File: config.mk
export PLATFORM = sky130hd
export DESIGN_NAME = uart_iid_reg
export DESIGN_NICKNAME = d
export VERILOG_FILES = /design/src/rtl/uart_iid_pkg.sv /design/src/rtl/uart_iid_prio.sv /design/src/rtl/uart_iid_hold.sv /design/src/rtl/uart_iid_reg.sv
export SDC_FILE = /design/constraint.sdc
export NUM_CORES = 1
export LEC_CHECK = 0
export ABC_AREA = 1
export BUFFER_PORTS_ARGS = -buffer_cell sky130_fd_sc_hd__buf_2
export CAP_MARGIN = 30
export CORE_AREA = 2 2 39 41
export CTS_CLUSTER_DIAMETER = 60
export DETAILED_ROUTE_END_ITERATION = 8
export DIE_AREA = 0 0 41 43
export PLACE_DENSITY = 0.54
export SETUP_SLACK_MARGIN = 0.15
export SLEW_MARGIN = 25
export SYNTH_ARGS = -nofsm -noshare
export SYNTH_HDL_FRONTEND = slang
export SYNTH_SLANG_ARGS = --single-unit
File: constraint.sdc
create_clock -name clk_i -period 2.59 [get_ports clk_i]
set_input_delay 0.777 -clock clk_i [delete_from_list [all_inputs] [get_ports clk_i]]
set_output_delay 0.777 -clock clk_i [all_outputs]
set_load 0.02 [all_outputs]
File: src/rtl/uart_iid_pkg.sv
package uart_iid_pkg;
  localparam int unsigned IID_W  = 8;
  localparam int unsigned CODE_W = 3;

  typedef enum logic [CODE_W-1:0] {
    CODE_MSR  = 3'b000,
    CODE_THRE = 3'b001,
    CODE_RDA  = 3'b010,
    CODE_RLS  = 3'b011,
    CODE_CTO  = 3'b110
  } iid_code_e;

  typedef struct packed {
    logic rls;
    logic rda;
    logic cto;
    logic thre;
    logic msr;
  } iid_src_t;
endpackage

File: src/rtl/uart_iid_prio.sv
module uart_iid_prio
  import uart_iid_pkg::*;
(
  input  iid_src_t         src_i,
  input  logic             fifo_en_i,
  output logic             pend_o,
  output logic [CODE_W-1:0] code_o
);
  logic cto_eff;
  assign cto_eff = src_i.cto & fifo_en_i;  // timeout only exists with FIFOs on

  always_comb begin
    pend_o = 1'b1;
    code_o = CODE_MSR;
    if (src_i.rls)       code_o = CODE_RLS;
    else if (src_i.rda)  code_o = CODE_RDA;
    else if (cto_eff)    code_o = CODE_CTO;
    else if (src_i.thre) code_o = CODE_THRE;
    else if (src_i.msr)  code_o = CODE_MSR;
    else                 pend_o = 1'b0;
  end
endmodule

File: src/rtl/uart_iid_hold.sv
module uart_iid_hold
  import uart_iid_pkg::*;
#(
  parameter int unsigned W = IID_W
) (
  input  logic         clk_i,
  input  logic         rst_ni,
  input  logic         rd_i,
  input  logic [W-1:0] live_i,
  output logic [W-1:0] val_o
);
  logic         rd_q;
  logic [W-1:0] hold_q;

  always_ff @(posedge clk_i or negedge rst_ni) begin
    if (!rst_ni) begin
      rd_q   <= 1'b0;
      hold_q <= '0;
    end else begin
      rd_q <= rd_i;
      if (rd_i && !rd_q) hold_q <= live_i;
    end
  end

  // first strobe cycle passes live value, which is what gets captured
  assign val_o = (rd_i && rd_q) ? hold_q : live_i;
endmodule

File: src/rtl/uart_iid_reg.sv
module uart_iid_reg
  import uart_iid_pkg::*;
(
  input  logic             clk_i,
  input  logic             rst_ni,
  input  logic             fifo_en_i,
  input  logic             rls_i,
  input  logic             rda_i,
  input  logic             cto_i,
  input  logic             thre_i,
  input  logic             msr_i,
  input  logic             rd_i,
  output logic [IID_W-1:0] iid_o
);
  localparam int unsigned MODE_W = IID_W - CODE_W - 3;

  iid_src_t          src;
  logic              pend;
  logic [CODE_W-1:0] code;
  logic [IID_W-1:0]  live;

  assign src = '{rls: rls_i, rda: rda_i, cto: cto_i, thre: thre_i, msr: msr_i};

  uart_iid_prio u_prio (
    .src_i    (src),
    .fifo_en_i(fifo_en_i),
    .pend_o   (pend),
    .code_o   (code)
  );

  assign live = {{MODE_W{fifo_en_i}}, 2'b00, code, ~pend};

  uart_iid_hold #(.W(IID_W)) u_hold (
    .clk_i (clk_i),
    .rst_ni(rst_ni),
    .rd_i  (rd_i),
    .live_i(live),
    .val_o (iid_o)
  );
endmodule

Word-level counts from Yosys, hierarchy flattened. Index checks and enable logic that the tools add are counted.

Div/mod/pow operators: 0. Reductions and logical operators: 3. $add $sub $neg: 0. Bitwise logic cells: 2. Multiply operators: 0. Magnitude comparators: 0. Eq/ne operators: 0. Shift-type cells: 0. Multiplexer cells: 10.

Operator list (count): two-way mux 3 bit (3); two-way mux 8 bit (1); two-way mux 1 bit (6); logical AND 1 bit (2); bitwise AND 1 bit (1); zero test 1 bit (1); inverter 1 bit (1).

Bits in read-only memories: 0. RAM bits: 0. Register bits after elaboration: 6. Memories: 0. Latch bits: 0. Bits of input ports: 9.

Logic depth before layout (Yosys ltp).
Depth in word-level cells: 7. Gate-level depth with buffers: 5.

Hierarchy. From an unflattened synthesis, not the netlist that was laid out.

Cells, all modules: 75. Area total of the unflattened synthesis: 560.5 µm².

By module, submodules not included: uart_iid_hold (instances 1, area each 504.2 µm², cells each 63, sequential area each 225.2 µm²); uart_iid_prio (instances 1, area each 48.8 µm², cells each 10, sequential area each 0.0 µm²); uart_iid_reg (instances 1, area each 7.5 µm², cells each 2, sequential area each 0.0 µm²).

Worst setup path after synthesis. No wires, ideal clock.

Kind: in2out. From: input rd_i. To: output iid_o[7]. Data arrival time: 1.711 ns. Path buffers: 1. Stages: 4. Required time: 1.813 ns. Slack: 0.102 ns. Cells stage by stage: nand2_2 > inv_2 > o21ai_0 > buf_4.

Word-level cells in the longest chain between the ends: 2.

Ends and longest elaborated chain: from (decl) (line uart_iid_reg.sv:12) `input logic rd_i,`; logical AND 1 bit (line uart_iid_hold.sv:26) `assign val_o = (rd_i && rd_q) ? hold_q : live_i;`; two-way mux 8 bit (line uart_iid_hold.sv:26); to (decl) (line uart_iid_reg.sv:13) `output logic [IID_W-1:0] iid_o`.

Every way passes these cells.

Worst setup path after layout.
From: input rda_i. To: output iid_o[2].

Word-level cells in the longest chain between the ends: 3.

Ends and longest elaborated chain: from (decl) (line uart_iid_reg.sv:8) `input logic rda_i,`; two-way mux 3 bit (line uart_iid_prio.sv:16) `else if (src_i.rda) code_o = CODE_RDA;`; two-way mux 3 bit (line uart_iid_prio.sv:15) `if (src_i.rls) code_o = CODE_RLS;`; two-way mux 8 bit (line uart_iid_hold.sv:26).

Every way passes these cells.

==> out/results.txt <==
CTS tree: built
Lkg Pwr: 0.274 nW
Setup TNS Final: 0 ns
Vias in the first global route: 294
Switching part of the total power: 27.7%
Tot GR Track Use: 9.84%
Final nets: 78
Worst endpoint required time: 1.81 ns
Die width: 41 um
CP Capture Point: iid_o[2]
Leading cell types in the layout, fill and taps excluded: 23 x nand2_1, 14 x buf_2, 6 x dfrtp_1
Core box area: 1380 sq um
Fraction of layout cells with a size suffix above 1: 35.8%
RSZ-0062 raised after global routing: no
Antenna diode count: 0
Routability congestion estimate: 0.652
Commonest non-fill, non-tap cell in the layout: nand2_1
Initial drt markers: 4
Leading area contributor after synthesis: dfrtp_1
Max-capacitance violation count: 0
Largest cells by area after synthesis: dfrtp_1 41%, nand2_1 24%, buf_4 6.2%
Total wire length: 686 um
Crit end category: output pin
Netlist Area Pre-Place: 365 sq um
Initial antenna violation count: 0
Crit path DAT: 1.47 ns
Netlist cell types: 14
I/O Buffers: 14
DRC errors left: 0
Crit start category: primary input
Synth warnings: 0
Comb pwr share: 22.5%
DR WL/cell: 8.27 um
Routed Antenna Nets: 0
CTS Buffer Depth: 2
Setup slack, reg-to-reg: 1.68 ns
DR pass1 iterations: 2
Vias after detailed routing: 337
Worst Hold Class: in2async
Final setup vio count: 0
Die area: 1760 sq um
Status: finished clean
Seq/Total Area, Yosys: 41.1%
R2r worst-path depth: 4
Syn Area/Cell: 7.03 sq um
Slew Limit Fails: 0
Pre-CTS setup slack: 0.332 ns
Clock Latency Late Sink: 0.23 ns
Peak supply drop: 197 uV
Internal: 172 uW
Reg clk slew, reported paths: 0.04 ns
Number of synthesized register bits: 6
Setup bufs post-CTS: 0
Worst-path fanout max: 3
Max Clk Rate: 445 MHz
Worst setup path category: in2out
Worst setup startpoint: rda_i
Sequential power share: 44.4%
H-tree depth: 1
Clock skew: 0.000368 ns
# hold bufs at CTS: 0
Hold Violations, Final: 0
Area grow syn2layout: 25.7%
Reg2reg end: u_hold.hold_q[6]
Setup slack after layout: 0.342 ns
Vias per inst: 4.06
Share of the synthesized area in the top cell type: 41.1%
Clock share of power: 33.1%
Die H: 43 um
Ports: 17
Starting Density: 26.4%
Root Buffer: clkbuf_4
Tcrit/Tclk final: 86.8%
Crit path time final: 2.25 ns
Hpwl dp: 610 um
CTS Buf Count: 3
Mapped Cells: 52
Global-route wire length before repair: 1.12 mm
Post-CTS sizing: 0
Congestion Overflow GR: 0
R2R Path Start: u_hold.rd_q
Largest net degree at the start of global routing: 7
FP Rows: 14
Clock sink total: 6
Cell Pwr Density: 520 nW/um^2
Sw Pwr: 66.1 uW
-- how the worst min path moves through the flow --
stage                     start               end  slack (ns)  depth (start not counted)
2_1_floorplan  u_hold.hold_q[1]  u_hold.hold_q[1]        0.45                          2
3_3_place_gp   u_hold.hold_q[6]  u_hold.hold_q[6]        0.47                          2
3_5_place_dp   u_hold.hold_q[1]  u_hold.hold_q[1]        0.47                          2
4_1_cts                  rst_ni  u_hold.hold_q[6]        0.35                          1
5_1_grt                  rst_ni  u_hold.hold_q[0]        0.35                          1
6_report                 rst_ni  u_hold.hold_q[6]        0.36                          1
-- cells by family (layout without fill, tap and decap cells) --
group | Yosys count | after routing | synth area share, %
simple gates | 31 | 31 | 38.0
compound gates | 4 | 4 | 6.51
other cells | 1 | 2 | 1.03
flops | 6 | 6 | 41.1
buf+inv | 10 | 24 | 13.4
-- per-stage QoR --
stage	power [mW]	area, sq um	instances	util, %	hold slack, ns
floorplan	0.146	369	53	-	0.449
global placement	0.161	437	80	31.6	0.465
detailed placement	0.162	437	80	31.6	0.470
CTS	0.245	459	83	33.2	0.349
global route	0.259	459	83	33.2	0.348
finish	0.239	459	83	33.2	0.355
-- metal layers --
layer  global-route usage [%]  share of wire [%]  vias up
met5                        0                  0        -
li1                         -                  -      184
met3                     3.14                5.4        0
met1                     9.97                 42      146
met2                     15.3                 53        7
met4                     8.00                  0        0
-- Yosys cell counts --
| library cell | count |
|---|---|
| dfrtp_1 | 6 |
| inv_1 | 4 |
| nor3_2 | 1 |
| nand4_1 | 2 |
| o21ai_2 | 1 |
| nand2_1 | 23 |
| conb_1 | 1 |
| nor2_1 | 2 |
| nor2_4 | 1 |
| buf_4 | 3 |
| o21ai_0 | 3 |
| nand2_2 | 1 |
| inv_2 | 3 |
| nand3_1 | 1 |
-- power groups by stage --
stage / combinational [mW] / sequential, mW / clock (mW)
3_5_place_dp: 0.0546 / 0.107 / 0
4_1_cts: 0.0547 / 0.106 / 0.0847
3_3_place_gp: 0.0536 / 0.107 / 0
6_report: 0.0536 / 0.106 / 0.0790
2_1_floorplan: 0.0388 / 0.107 / 0
5_1_grt: 0.0604 / 0.107 / 0.0914
-- registers in the layout, indices dropped and copies added (netlist names) --
register	count
u_hold.hold_q	5
u_hold.rd_q	1
-- critical path: stages --
cell and delay, ns:
buf_2 0.12, nor2_1 0.18, nand2_1 0.11, nand2_1 0.06, o21ai_0 0.07, buf_2 0.16
-- layout make-up --
| type | count | area, sq um |
|---|---|---|
| Clock buffer | 3 | 22.5 |
| Fill cell | 156 | 925 |
| Inverter | 7 | 26.3 |
| Multi-Input combinational cell | 37 | 170 |
| Sequential cell | 6 | 150 |
| Tap cell | 16 | 20.0 |
| Timing Repair Buffer | 14 | 70.1 |
(Power assumes the default switching activity.)
